`src/rtl/pmc_pkg.sv`:
```
`timescale 1ns/1ps
package pmc_pkg;
  localparam int SEL_W    = 32;
  localparam int CODE_W   = 8;
  localparam int B_USR    = 16;
  localparam int B_OS     = 17;
  localparam int B_INT    = 20;
  localparam int B_EN     = 22;
  localparam int CODE_SPAN = 1 << CODE_W;

  typedef struct packed {
    logic              en;
    logic              irq_en;
    logic              os;
    logic              usr;
    logic [CODE_W-1:0] code;
  } evsel_t;

  function automatic logic [SEL_W-1:0] sel_to_word(evsel_t s);
    logic [SEL_W-1:0] w;
    w = '0;
    w[CODE_W-1:0] = s.code;
    w[B_USR]      = s.usr;
    w[B_OS]       = s.os;
    w[B_INT]      = s.irq_en;
    w[B_EN]       = s.en;
    return w;
  endfunction

  function automatic evsel_t word_to_sel(logic [SEL_W-1:0] w);
    evsel_t s;
    s.code   = w[CODE_W-1:0];
    s.usr    = w[B_USR];
    s.os     = w[B_OS];
    s.irq_en = w[B_INT];
    s.en     = w[B_EN];
    return s;
  endfunction
endpackage

```
`src/rtl/pmc_evsel_reg.sv`:
```
`timescale 1ns/1ps
module pmc_evsel_reg
  import pmc_pkg::*;
(
  input  logic             clk,
  input  logic             rst,
  input  logic             we,
  input  logic [SEL_W-1:0] wdata,
  output evsel_t           sel_q
);
  always_ff @(posedge clk) begin
    if (rst)     sel_q <= '0;
    else if (we) sel_q <= word_to_sel(wdata);
  end
endmodule

```
`src/rtl/pmc_event_gate.sv`:
```
`timescale 1ns/1ps
module pmc_event_gate
  import pmc_pkg::*;
#(
  parameter int                EVT_N    = 16,
  parameter logic [CODE_W-1:0] RUN_CODE = 8'h76
) (
  input  evsel_t           sel,
  input  logic [EVT_N-1:0] ev_bus,
  input  logic             halted,
  input  logic             priv_kernel,
  output logic             hit
);
  logic [CODE_SPAN-1:0] ev_pad;
  logic                 src;
  logic                 priv_ok;

  // Widen the event bus to the full code space so any code indexes safely.
  for (genvar i = 0; i < CODE_SPAN; i++) begin : g_pad
    if (i < EVT_N) begin : g_live
      assign ev_pad[i] = ev_bus[i];
    end else begin : g_dead
      assign ev_pad[i] = 1'b0;
    end
  end

  always_comb begin
    if (sel.code == RUN_CODE) src = ~halted;
    else                      src = ev_pad[sel.code];
    priv_ok = (priv_kernel & sel.os) | (~priv_kernel & sel.usr);
    hit     = sel.en & priv_ok & src;
  end
endmodule

```
`src/rtl/pmc_count_reg.sv`:
```
`timescale 1ns/1ps
module pmc_count_reg #(
  parameter int CTR_W = 48
) (
  input  logic             clk,
  input  logic             rst,
  input  logic             inc,
  input  logic             irq_en,
  input  logic             wr_en,
  input  logic             wr_full,
  input  logic [CTR_W-1:0] wr_data,
  output logic [CTR_W-1:0] ctr_q,
  output logic             irq_q
);
  localparam int EXT_W = CTR_W - 32;

  logic [CTR_W-1:0] narrow_val;
  logic [CTR_W-1:0] load_val;
  logic             wrap;

  assign narrow_val = {{EXT_W{wr_data[31]}}, wr_data[31:0]};
  assign load_val   = wr_full ? wr_data : narrow_val;
  assign wrap       = inc & (&ctr_q) & ~wr_en;

  always_ff @(posedge clk) begin
    if (rst) begin
      ctr_q <= '0;
      irq_q <= 1'b0;
    end else begin
      if (wr_en)    ctr_q <= load_val;
      else if (inc) ctr_q <= ctr_q + CTR_W'(1);
      irq_q <= wrap & irq_en;
    end
  end
endmodule

```
`src/rtl/evsel_perf_counter.sv`:
```
`timescale 1ns/1ps
module evsel_perf_counter
  import pmc_pkg::*;
#(
  parameter int                CTR_W    = 48,
  parameter int                EVT_N    = 16,
  parameter logic [CODE_W-1:0] RUN_CODE = 8'h76
) (
  input  logic             clk,
  input  logic             rst,
  input  logic             wr_en,
  input  logic             wr_pick_ctr,
  input  logic             wr_full,
  input  logic [CTR_W-1:0] wr_data,
  input  logic             rd_pick_ctr,
  output logic [CTR_W-1:0] rd_data,
  input  logic [EVT_N-1:0] ev_bus,
  input  logic             cpu_halted,
  input  logic             priv_kernel,
  output logic             ovf_irq
);
  localparam int PAD_W = CTR_W - SEL_W;

  evsel_t           sel_q;
  logic             hit;
  logic             ctr_we;
  logic             sel_we;
  logic [CTR_W-1:0] ctr_q;

  assign ctr_we = wr_en & wr_pick_ctr;
  assign sel_we = wr_en & ~wr_pick_ctr;

  pmc_evsel_reg u_sel (
    .clk   (clk),
    .rst   (rst),
    .we    (sel_we),
    .wdata (wr_data[SEL_W-1:0]),
    .sel_q (sel_q)
  );

  pmc_event_gate #(.EVT_N(EVT_N), .RUN_CODE(RUN_CODE)) u_gate (
    .sel         (sel_q),
    .ev_bus      (ev_bus),
    .halted      (cpu_halted),
    .priv_kernel (priv_kernel),
    .hit         (hit)
  );

  pmc_count_reg #(.CTR_W(CTR_W)) u_cnt (
    .clk     (clk),
    .rst     (rst),
    .inc     (hit),
    .irq_en  (sel_q.irq_en),
    .wr_en   (ctr_we),
    .wr_full (wr_full),
    .wr_data (wr_data),
    .ctr_q   (ctr_q),
    .irq_q   (ovf_irq)
  );

  always_ff @(posedge clk) begin
    if (rst)              rd_data <= '0;
    else if (rd_pick_ctr) rd_data <= ctr_q;
    else                  rd_data <= {{PAD_W{1'b0}}, sel_to_word(sel_q)};
  end
endmodule

```
`config.mk`:
```
export PLATFORM = sky130hd
export DESIGN_NAME = evsel_perf_counter
export DESIGN_NICKNAME = d
export VERILOG_FILES = /design/src/rtl/pmc_pkg.sv /design/src/rtl/pmc_evsel_reg.sv /design/src/rtl/pmc_event_gate.sv /design/src/rtl/pmc_count_reg.sv /design/src/rtl/evsel_perf_counter.sv
export SDC_FILE = /design/constraint.sdc
export NUM_CORES = 1
export LEC_CHECK = 0
export BUFFER_PORTS_ARGS = -buffer_cell sky130_fd_sc_hd__buf_4
export CAP_MARGIN = 30
export CORE_MARGIN = 2
export CORE_UTILIZATION = 47
export DETAILED_ROUTE_END_ITERATION = 10
export GPL_ROUTABILITY_DRIVEN = 0
export PLACE_DENSITY = 0.74
export SLEW_MARGIN = 10
export SYNTH_ARGS = -nofsm -noshare
export SYNTH_HDL_FRONTEND = slang
export SYNTH_SLANG_ARGS = --single-unit
```
`constraint.sdc`:
```
create_clock -name clk -period 2.2 [get_ports clk]
set_input_delay 0.11 -clock clk [delete_from_list [all_inputs] [get_ports clk]]
set_output_delay 0.11 -clock clk [all_outputs]
set_load 0.005 [all_outputs]
```
# Word level (Yosys, flattened, before mapping)
# Index checks and enable logic that the tools add are counted.
dict set report totals {
  ramBits 0
  out_inout_bits 49
  rom_bits 0
  word_cells 37
  latchBits 0
  in_bits 72
  n_memories 0
  register_bits 109
}
dict set report op_classes {
  mux 7
  multipliers 0
  n_reduce_logical 3
  bitwise_logic 15
  order_cmp 1
  div_mod_pow 0
  eq_ne 1
  n_addsub 1
  shifts 0
}
# op n
set op_table {}
lappend op_table {{2-to-1 mux 48 bit} 3}
lappend op_table {{adder 48 x 1 -> 48 bit (second input constant)} 1}
lappend op_table {{AND reduction 48 bit} 1}
lappend op_table {{2-to-1 mux 23 bit} 1}
lappend op_table {{AND 1 bit} 9}
lappend op_table {{less-than comparator 8 x 9 -> 1 bit (second input constant)} 1}
lappend op_table {{binary-select mux 1 bit (select 8 bit)} 1}
lappend op_table {{== test 8 x 7 -> 1 bit (second input constant)} 1}
lappend op_table {{inverter 1 bit} 5}
lappend op_table {{2-to-1 mux 1 bit} 2}
lappend op_table {{nonzero test 2 bit} 1}
lappend op_table {{OR reduction 2 bit} 1}
lappend op_table {{bitwise OR 1 bit} 1}

# Logic depth before layout (Yosys ltp)
# Gate-level depths: netlist (run 1).
dict set report depth {
  depth_word 8
  ltp_mapped 10
  ltp_nobuf 8
}

# Hierarchy
# Synthesis (run 1) repeated with hierarchy kept, for this count alone.
dict set report unflattened {
  hier_cells 567
  hier_area_um2 5031.1
}
# mod cells_per_inst area_each_um2 n_inst seq_area_each_um2
set modules_own_cells {}
lappend modules_own_cells {pmc_count_reg 390 2992.9 1 980.9}
lappend modules_own_cells {evsel_perf_counter 116 1422.6 1 960.9}
lappend modules_own_cells {pmc_evsel_reg 38 420.4 1 240.2}
lappend modules_own_cells {pmc_event_gate 23 195.2 1 0.0}

# Worst setup path before layout (run 1)
# OpenSTA, ideal clock, no wires.
dict set report synth_timing {
  path_kind {flip-flop to flip-flop}
  startpoint {register u_sel.sel_q[0] (netlist name)}
  endpoint {register u_cnt.ctr_q[22]}
  required_ns 2.068
  synth_period_minus_slack_ns 2.123
  n_path_buf 3
  setup_slack_ns 0.077
  setup_time_ns 0.132
  t_arrival_ns 1.991
  stages_incl_launch_ff 11
  path_cell_list {dfxtp_1 buf_6 mux4_2 nor2_1 nor2b_1 o21a_1 buf_6 buf_4 o211ai_1 xor2_1 a21oi_1}
}
dict set report synth_via {
  elab_chain_cells 5
  word_cells_on_any_way 6
  cone_classes {1 x eq/ne; 3 x mux; 1 x bitwise; 1 x reduce/logical}
}
# element line_no
set synth_rtl {}
lappend synth_rtl {{binary-select mux 1 bit (select 8 bit)} pmc_event_gate.sv:29} ;# else src = ev_pad[sel.code];
lappend synth_rtl {{2-to-1 mux 1 bit (not written as such)} pmc_event_gate.sv:29}
lappend synth_rtl {{2-to-1 mux 1 bit *} pmc_event_gate.sv:28} ;# if (sel.code == RUN_CODE) src = ~halted;
lappend synth_rtl {{AND 1 bit *} pmc_event_gate.sv:31} ;# hit = sel.en & priv_ok & src;
lappend synth_rtl {{nonzero test 2 bit (no source line) *} n/a}
lappend synth_rtl {{end signal, assigned} pmc_count_reg.sv:30} ;# if (wr_en) ctr_q <= load_val;
lappend synth_rtl {{end signal, assigned} pmc_count_reg.sv:31} ;# else if (inc) ctr_q <= ctr_q + CTR_W'(1);
lappend synth_rtl {{end, declared} pmc_count_reg.sv:12} ;# output logic [CTR_W-1:0] ctr_q,
# Every way passes the cells marked *; elsewhere a longest branch is shown, timed or not. The select of a mux whose other input is x is not followed.
# A chain may end at the register's enable or synchronous reset.

# Worst setup path after layout (run 1)
dict set report layout_timing {
  startpoint {register u_sel.sel_q[0] (netlist name)}
  endpoint {register u_cnt.ctr_q[11]}
}
dict set report layout_via {
  elab_chain_cells 5
  word_cells_on_any_way 6
  cone_classes {1 x eq/ne; 3 x mux; 1 x bitwise; 1 x reduce/logical}
}
# element line_no
set layout_rtl {}
lappend layout_rtl {{binary-select mux 1 bit (select 8 bit)} pmc_event_gate.sv:29}
lappend layout_rtl {{2-to-1 mux 1 bit (not written as such)} pmc_event_gate.sv:29}
lappend layout_rtl {{2-to-1 mux 1 bit *} pmc_event_gate.sv:28}
lappend layout_rtl {{AND 1 bit *} pmc_event_gate.sv:31}
lappend layout_rtl {{nonzero test 2 bit (no source line) *} n/a}
# Marked as above.

==> impl_metrics.tcl, run 1 <==
set metrics [dict create \
    worstPathRequired_ns 2.49 \
    dr_wl_met2_um 6750 \
    status "complete, but fails checks" \
    dieHeight_um 107 \
    synth_ff_type "dfxtp_1" \
    reg2reg_to "u_cnt.ctr_q[11]$_SDFFE_PP0P_" \
    most-common-layout-cells "buf_4, dfxtp_1, a21oi_1" \
    max_slew.worst_pin.slew_ns 0.594 \
    final_cells 855 \
    die_area_sq_mm 0.0115 \
    multiInputGateArea_sq_mm 0.00270 \
    dr_wl_met3_um 900 \
    start_util_pct 48.4 \
    overflow 0 \
    worstSetupEndpointType "register" \
    drive_above_1_share_pct 30.0 \
    route.detailed.drc 0 \
    clk_pin_slew_ns 0.10 \
    slowest_delay_ns 0.53 \
    ir_drop_mv 0.327 \
    clk_latency_ns 0.39 \
    cts_buffer_depth 2 \
    finalHoldViolations 0 \
    slew_viol_final 0 \
    synth_top_area_cell "dfxtp_1" \
    syn_to_final_growth_pct 34.3 \
    hold_start "wr_data[27]" \
    cp_slowest_cell "mux4_2" \
    fin_ws_ns -0.0215 \
    antennaDiodeCount 0 \
    worstRegToRegCells 9 \
    cp-start-kind "register" \
    worst-setup-path-type "reg -> reg" \
    min_to "u_cnt.ctr_q[27]$_SDFFE_PP0P_" \
    violations "setup timing" \
    cts_tree "done" \
    grt_pass1_vias 4670 \
    rsz0062_at_grt "yes" \
    async_flop_share_pct 0 \
    core_sq_mm 0.0103 \
    vias_per_cell 5.66 \
    nets 788 \
    place.port_buffers 120 \
    wl_met1_um 6030 \
    hpwl_um 9920 \
    synthTopCellsByArea "dfxtp_1, a21oi_1, and2_1" \
    synth-edff-count 0 \
    rows 37 \
    routed_wl_um 14000 \
    grt_max_degree 46 \
    root_buffer "clkbuf_8" \
    fmax_mhz 450 \
    power.density_mw_per_mm2 593 \
    avgSynthCellArea_sq_um 8.80 \
    worst_hold_slack_ns 0.0198 \
    synth_seq_cells 109 \
    min_period_ns 2.22 \
    clock_skew_ns 0.0200 \
    seqCellArea_sq_mm 0.00219 \
    fin_crit_sh_pct 101 \
    netlist_area_sq_mm 0.00500 \
    reg2reg_slack_ns -0.02 \
    final_common_cell "buf_4" \
    dr.pass1.iters 5 \
    grt_pass1_wl_um 22600 \
    drt_iter0_drc 256 \
    synth_fp_nets 641 \
    cp_max_fo 5 \
    ys_warn_count 0 \
    ys_seq_area_share_pct 43.7 \
    min_path_cells 3 \
    power.leakage_nw 2.79 \
    top_layer_used "met4" \
    cp_cell_sequence "mux4_2, nor2_4, nand3b_1, nand3_4, buf_4, o21ai_4, buf_6, nor3_1, nor4b_2" \
    die-width_um 107 \
    grt_use_total_pct 24.8 \
    cts_sinks 109 \
    synth_top_area_share_pct 43.7 \
    num-fill-cells 857 \
    io_pins 121 \
    synth_cell_types 54 \
    syn-instance-count 568 \
    cts_buffers 9 \
    r2r-start "u_sel.sel_q[0]$_SDFFE_PP0P_" \
    maxCapViolations 0 \
    post_drt_wl_per_cell_um 16.4 \
    critPathArrivalTime_ns 2.52 \
    hp-class "in -> reg" \
    post-place-cells 824 \
    grt_antenna_before_repair 0 \
    via_count 4840 \
    cts-htree-levels 3 \
    setup_viol 2 \
    max-slew-margin-rel_pct 60.1 \
    ant_nets 0 \
]
per-layer routing:
layer | vias to the layer above | global-route usage [%]
li1 | 2344 | -
met1 | 2262 | 31.8
met4 | 0 | 10.4
met3 | 34 | 3.77
met5 | - | 0
met2 | 200 | 41.7
power by group:
part           leakage [nW]  switching (mW)  internal, mW  total [mW]
logic                  1.79           0.229         0.256       0.485
registers             0.893          0.0907          2.07        2.16
clock network         0.105           0.674         0.665        1.34
critical path: cells and delay by family (launching register included):
kind / cells / cell delay, ns
AO/OA/AOI/OAI: 1 / 0.23
buffers and inverters: 2 / 0.30
flip-flops: 1 / 0.37
multiplexers: 1 / 0.53
AND/OR/NAND/NOR: 5 / 0.71
worst max path at each step:
stage                     cells after the start                          from                           end  slack (ns)
after floorplan                              10   u_sel.sel_q[0]$_SDFFE_PP0P_  u_cnt.ctr_q[22]$_SDFFE_PP0P_        0.08
after global placement                        8   u_sel.sel_q[0]$_SDFFE_PP0P_  u_cnt.ctr_q[11]$_SDFFE_PP0P_        0.01
after detailed placement                      8   u_sel.sel_q[0]$_SDFFE_PP0P_  u_cnt.ctr_q[11]$_SDFFE_PP0P_       -0.13
after CTS                                     9   u_sel.sel_q[0]$_SDFFE_PP0P_  u_cnt.ctr_q[28]$_SDFFE_PP0P_       0.001
after global routing                          7  u_cnt.ctr_q[13]$_SDFFE_PP0P_  u_cnt.ctr_q[39]$_SDFFE_PP0P_       -0.12
final                                         9   u_sel.sel_q[0]$_SDFFE_PP0P_  u_cnt.ctr_q[11]$_SDFFE_PP0P_       -0.02
cell type report:
| class | count | share of cell area [%] |
|---|---|---|
| clock inverter | 4 | 1.08 |
| inverter | 11 | 0.615 |
| timing repair buffer | 175 | 20.8 |
| clock buffer | 11 | 2.11 |
| multi-input combinational | 409 | 40.3 |
| sequential | 109 | 32.6 |
| tap | 136 | 2.53 |
cells in the mapped netlist (4+ instances only):
master and instances:
xor2_1 20, inv_1 11, a21oi_1 55, a211oi_1 9
nand2_1 42, nor4_1 4, xnor2_1 6, and2_1 41
buf_6 5, a31oi_1 16, o211ai_1 11, o31ai_1 4
dfxtp_1 109, or3_1 7, o21ai_0 43, o2111ai_1 9
and4_1 7, nor3_1 10, clkbuf_1 27, nor2_1 34
nor2b_1 4, nand3_1 8, mux2i_1 14, nand4_1 11
and3_1 13, nand2b_1 5
registers in the layout, indices dropped and copies added (netlist names):
signal / count
rd_data: 48
u_cnt.ctr_q: 48
u_sel.sel_q: 12
u_cnt.irq_q: 1
metrics by stage:
step / setup WS (ns) / utilization, % / power (mW) / instance area [sq um] / setup TNS (ns)
after detailed placement: -0.131 / 59.8 / 2.65 / 6170 / -0.652
after global placement: 0.00976 / 59.8 / 2.63 / 6170 / 0
after floorplan: 0.0766 / - / 2.41 / 5000 / 0
final: -0.0215 / 65.0 / 3.98 / 6710 / -0.0375
after CTS: 0.00141 / 63.3 / 3.97 / 6530 / 0
after global routing: -0.117 / 65.0 / 4.12 / 6710 / -2.08
cell families after synthesis:
kind of cell | after synthesis | share of synthesized area [%]
compound gates | 167 | 20.7
xor+xnor | 26 | 4.56
mux | 18 | 4.38
buf+inv | 50 | 4.73
simple gates | 197 | 21.8
flops | 109 | 43.7
fa+ha+maj | 1 | 0.250
repair_timing:
action / 4_1_cts / 5_1_grt
hold buffers: 12 / 0
resized for setup: 8 / 33
setup buffers: 0 / 3
setup endpoints to repair: 26 / 46
gates cloned: 0 / 1
endpoints found under the hold margin: 14 / 0
pin swaps: 2 / 8
(Power assumes the default switching activity.)
==> run 2, diff against run 1 <==
--- a/config.mk
+++ b/config.mk
@@ -11,7 +11,8 @@
 export CORE_UTILIZATION = 47
 export DETAILED_ROUTE_END_ITERATION = 10
 export GPL_ROUTABILITY_DRIVEN = 0
-export PLACE_DENSITY = 0.74
+export PLACE_DENSITY = 0.72
+export RECOVER_POWER = 25
 export SLEW_MARGIN = 10
 export SYNTH_ARGS = -nofsm -noshare
 export SYNTH_HDL_FRONTEND = slang
==> impl_metrics.tcl, run 2 (same netlist as run 1, synthesis figures left out) <==
set metrics [dict create \
    status "complete, but fails checks" \
    violations "setup timing" \
    grt_pass1_wl_um 22400 \
    fin_setup_tns_ns -0.0384 \
    hp-class "in -> reg" \
    place.port_buffers 120 \
    dr.pass1.iters 5 \
    worstSetupEndpointType "register" \
    final_cells 857 \
    overflow 0 \
    route.detailed.drc 0 \
    die_area_sq_mm 0.0115 \
    cts_tree "done" \
    nets 790 \
    p_total_mw 3.93 \
    grt_pass1_vias 4541 \
    path_buf_inv 2 \
    final_common_cell "buf_4" \
    cpLargestDelayFamily "multiplexers" \
    gr-usage-met1_pct 32.6 \
    drive_above_1_share_pct 29.7 \
    ant_nets 0 \
    power.density_mw_per_mm2 583 \
    met3_usage_pct 3.95 \
    grt_use_total_pct 24.6 \
    cts_buffers 9 \
    rsz0062_at_grt "yes" \
    root_buffer "clkbuf_8" \
    power.leakage_nw 2.78 \
    die-width_um 107 \
    clk_pin_slew_ns 0.11 \
    routed_wl_um 14300 \
    finalHoldViolations 0 \
    cp_max_fo 6 \
    fin_ws_ns -0.0293 \
    dieHeight_um 107 \
    drt_iter0_drc 306 \
    clock_skew_ns 0.0134 \
    post_drt_wl_per_cell_um 16.7 \
    cts_sinks 109 \
    reg_top3 "rd_data: 48 flops, u_cnt.ctr_q: 48 flops, u_sel.sel_q: 12 flops" \
    core_sq_mm 0.0103 \
    cp-start-kind "register" \
    fmax_mhz 449 \
    antennaDiodeCount 0 \
    start_util_pct 48.4 \
    clk_latency_ns 0.38 \
    ir_drop_mv 0.379 \
    most-common-layout-cells "buf_4, dfxtp_1, a21oi_1" \
    hpwl_um 9840 \
    via_count 4849 \
    syn_to_final_growth_pct 35.0 \
    worst-setup-path-type "reg -> reg" \
    critPathArrivalTime_ns 2.51 \
    grt_max_degree 48 \
    vias_per_cell 5.66 \
    grt_antenna_before_repair 0 \
    min_period_ns 2.23 \
    slew_viol_final 0 \
    setup_viol 3 \
    max_slew.worst_pin.slew_ns 0.545 \
    worstPathRequired_ns 2.48 \
    cts-htree-levels 3 \
    cp_slowest_cell "mux4_2" \
    fin_crit_sh_pct 101 \
    post-place-cells 822 \
    met2_usage_pct 40.5 \
    rows 37 \
    max-slew-margin-rel_pct 63.7 \
    maxCapViolations 0 \
    slowest_delay_ns 0.53 \
    grt_busiest_layer "met2" \
    io_pins 121 \
    cts_buffer_depth 2 \
    cp_cell_sequence "mux4_2, nor2_4, nand3b_1, nand3_4, buf_6, buf_12, o2111ai_1, xor2_1, a21oi_1" \
]
run 2: power by group:
group / internal, mW / total [mW] / leakage, nW / switching, mW
clock network: 0.570 / 1.28 / 0.105 / 0.713
registers: 2.06 / 2.15 / 0.892 / 0.0890
logic: 0.263 / 0.495 / 1.78 / 0.232
total: 2.90 / 3.93 / 2.78 / 1.03
run 2: final cells by class:
class	count	area, sq um
Inverter	11	41.3
Timing Repair Buffer	177	1440
Tap cell	136	170
Clock inverter	5	67.6
Multi-Input combinational cell	409	2710
Sequential cell	109	2180
Clock buffer	10	138
Fill cell	858	3580
run 2: metrics by stage:
stage / instance area, sq um / utilization [%] / hold WS (ns) / setup WS (ns)
3_5_place_dp: 6170 / 59.7 / 0.362 / -0.104
4_1_cts: 6520 / 63.1 / 0.0149 / -0.0164
6_report: 6750 / 65.3 / 0.0136 / -0.0293
5_1_grt: 6750 / 65.3 / 0.0325 / -0.121
2_1_floorplan: 5000 / - / 0.242 / 0.0766
3_3_place_gp: 6170 / 59.7 / 0.346 / 0.0481
run 2: worst register-to-register path: stages, from the launching register on:
cell and delay, ns:
dfxtp_2 0.36, mux4_2 0.53, nor2_4 0.13, nand3b_1 0.17, nand3_4 0.13, buf_6 0.16, buf_12 0.13, o2111ai_1 0.23
xor2_1 0.21, a21oi_1 0.08
run 2: worst paths after layout:
kind	to	depth (start not counted)	start	slack, ns
worst max-delay path	u_cnt.ctr_q[17]$_SDFFE_PP0P_	9	u_sel.sel_q[0]$_SDFFE_PP0P_	-0.03
worst min-delay path	u_cnt.ctr_q[26]$_SDFFE_PP0P_	3	wr_data[26]	0.01
worst max register to register	u_cnt.ctr_q[17]$_SDFFE_PP0P_	9	u_sel.sel_q[0]$_SDFFE_PP0P_	-0.03
worst min register to register	u_sel.sel_q[8]$_SDFFE_PP0P_	2	u_sel.sel_q[8]$_SDFFE_PP0P_	0.48
run 2: what timing repair did:
item | 4_1_cts | 5_1_grt
hold endpoints to repair | 14 | 0
gates cloned | 0 | 2
buffers inserted | 0 | 6
pin swaps | 3 | 34
gates resized for setup | 7 | 43
setup endpoints to repair | 27 | 42
hold buffers | 12 | 0
run 2: metal layers:
metal / share of wire, % / routed length [um]
met2: 48 / 6890
met5: 0 / 0
met4: 2.7 / 383
met1: 43 / 6120
met3: 6.4 / 917
==> run 3, diff against run 2 <==
--- a/config.mk
+++ b/config.mk
@@ -8,10 +8,10 @@
 export BUFFER_PORTS_ARGS = -buffer_cell sky130_fd_sc_hd__buf_4
 export CAP_MARGIN = 30
 export CORE_MARGIN = 2
-export CORE_UTILIZATION = 47
+export CORE_UTILIZATION = 48
 export DETAILED_ROUTE_END_ITERATION = 10
 export GPL_ROUTABILITY_DRIVEN = 0
-export PLACE_DENSITY = 0.72
+export PLACE_DENSITY = 0.74
 export RECOVER_POWER = 25
 export SLEW_MARGIN = 10
 export SYNTH_ARGS = -nofsm -noshare
==> impl_metrics.tcl, run 3 (same netlist as run 1, synthesis figures left out) <==
set metrics [dict create \
    fin_setup_tns_ns -0.0365 \
    cp_cell_sequence "nor4_1, and4_1, nor2b_1, o21a_4, buf_6, o2111ai_1, xor2_1, a211oi_1" \
    die_area_sq_mm 0.0112 \
    r2r-start "u_sel.sel_q[7]$_SDFFE_PP0P_" \
    reg_top3 "rd_data: 48 flops, u_cnt.ctr_q: 48 flops, u_sel.sel_q: 12 flops" \
    slew_viol_final 0 \
    setup_viol 3 \
    stdcell_area_sq_mm 0.00662 \
    route.detailed.drc 0 \
    rows 37 \
    reg2reg_slack_ns -0.03 \
    cts-htree-levels 3 \
    dr.pass1.iters 5 \
    crit_path_end "u_cnt.ctr_q[39]$_SDFFE_PP0P_" \
    syn_to_final_growth_pct 32.5 \
    drive_above_1_share_pct 29.3 \
    max-slew-margin-rel_pct 63.8 \
    path_buf_inv 1 \
    cp-start-kind "register" \
    violations "setup timing" \
    rsz0062_at_grt "yes" \
    power.density_mw_per_mm2 573 \
    root_buffer "clkbuf_8" \
    cp_slowest_cell "nor4_1" \
    fin_crit_sh_pct 101 \
    reg2reg_to "u_cnt.ctr_q[39]$_SDFFE_PP0P_" \
    slowest_delay_ns 0.37 \
    routed_wl_um 14100 \
    cts_buffer_depth 2 \
    place.port_buffers 120 \
    vias_per_cell 5.68 \
    status "complete, but fails checks" \
    final_common_cell "buf_4" \
    grt_pass1_vias 4613 \
    cp_num_cells 8 \
    grt_use_total_pct 24.7 \
    startpoint "u_sel.sel_q[7]$_SDFFE_PP0P_" \
    core_sq_mm 0.0102 \
    overflow 0 \
    worst-setup-path-type "reg -> reg" \
    most-common-layout-cells "buf_4, dfxtp_1, a21oi_1" \
    hpwl_um 9600 \
    dpl_cell_area_sq_mm 0.00614 \
    clock_skew_ns 0.0209 \
    worst_hold_slack_ns 0.00303 \
    clk_pin_slew_ns 0.11 \
    clk_latency_ns 0.38 \
    via_count 4847 \
    cts_sinks 109 \
    grt_antenna_before_repair 0 \
    die-width_um 106 \
    nets 785 \
    grt_max_degree 50 \
    worstRegToRegCells 8 \
    fin_ws_ns -0.0254 \
    min_period_ns 2.23 \
    max_slew.worst_pin.slew_ns 0.543 \
    dieHeight_um 106 \
    fin_util_pct 64.7 \
    cpLargestDelayFamily "simple AND/OR/NAND/NOR gates" \
    finalHoldViolations 0 \
    worstSetupEndpointType "register" \
    grt_pass1_wl_um 22400 \
    num-fill-cells 859 \
    post_drt_wl_per_cell_um 16.5 \
    start_util_pct 48.9 \
    cp_max_fo 12 \
    worstPathRequired_ns 2.49 \
    fmax_mhz 449 \
    io_pins 121 \
    cts_buffers 9 \
    power.leakage_nw 2.73 \
    cts_tree "done" \
    antennaDiodeCount 0 \
    maxCapViolations 0 \
    ir_drop_mv 0.311 \
    critPathArrivalTime_ns 2.52 \
    hp-class "in -> reg" \
    ant_nets 0 \
    drt_iter0_drc 293 \
]
## run 3: cell types whose count changed in the layout (fill, tap and decap cells not counted), sizes merged
| cell | delta |
|---|---|
| dlygate4sd3 | -1 |
| clkbuf | +1 |
| buf | -5 |
| clkinv | +3 |
| inv | -1 |
| bufinv | -1 |
## run 3: where the power goes
part	total [mW]	switching, mW	internal (mW)
clock	1.16	0.706	0.452
sequential	2.15	0.0865	2.06
combinational	0.485	0.230	0.255
## run 3: tightest hold or removal path: stages
cell,delay (ns)
buf_4,0.07
o21ai_0,0.07
a21oi_1,0.10
## run 3: timing repair
item,in CTS,in global routing
gates cloned,0,3
buffers inserted,0,2
pin swaps,1,18
hold endpoints to repair,12,0
endpoints found under the setup margin,22,47
hold buffers,11,0
resized for setup,9,26
## run 3: through the flow
stage / instances / total power [mW] / setup WS [ns]
4_1_cts: 847 / 3.79 / -0.00430
2_1_floorplan: 568 / 2.41 / 0.0766
5_1_grt: 853 / 3.94 / -0.147
3_3_place_gp: 820 / 2.63 / -0.00336
3_5_place_dp: 820 / 2.65 / -0.0572
6_report: 853 / 3.79 / -0.0254
## run 3: area by class of cell
cell class	instances	area (sq um)	share of cell area, %
Inverter	11	41.3	0.623
Sequential cell	109	2190	33.0
Timing Repair Buffer	172	1370	20.7
Clock buffer	10	138	2.08
Clock inverter	6	45.0	0.680
Multi-Input combinational cell	409	2670	40.3
Tap cell	136	170	2.57
## run 3: worst min path at each step
stage | from | endpoint | slack, ns | cells past startpoint
3_3_place_gp | wr_data[3] | u_cnt.ctr_q[3]$_SDFFE_PP0P_ | 0.34 | 3
2_1_floorplan | wr_data[3] | u_cnt.ctr_q[3]$_SDFFE_PP0P_ | 0.24 | 2
4_1_cts | wr_data[24] | u_cnt.ctr_q[24]$_SDFFE_PP0P_ | 0.007 | 3
3_5_place_dp | wr_data[3] | u_cnt.ctr_q[3]$_SDFFE_PP0P_ | 0.35 | 3
6_report | wr_data[24] | u_cnt.ctr_q[24]$_SDFFE_PP0P_ | 0.003 | 3
5_1_grt | wr_data[7] | u_cnt.ctr_q[7]$_SDFFE_PP0P_ | 0.03 | 3
## run 3: per-layer routing
metal  global-route usage, %  share of wire (%)  vias up
li1                        -                  -     2340
met1                    32.8                 42     2254
met2                    40.6                 49      217
met3                    3.49                6.7       36
met4                    9.77                2.7        0
met5                       0                  0        -
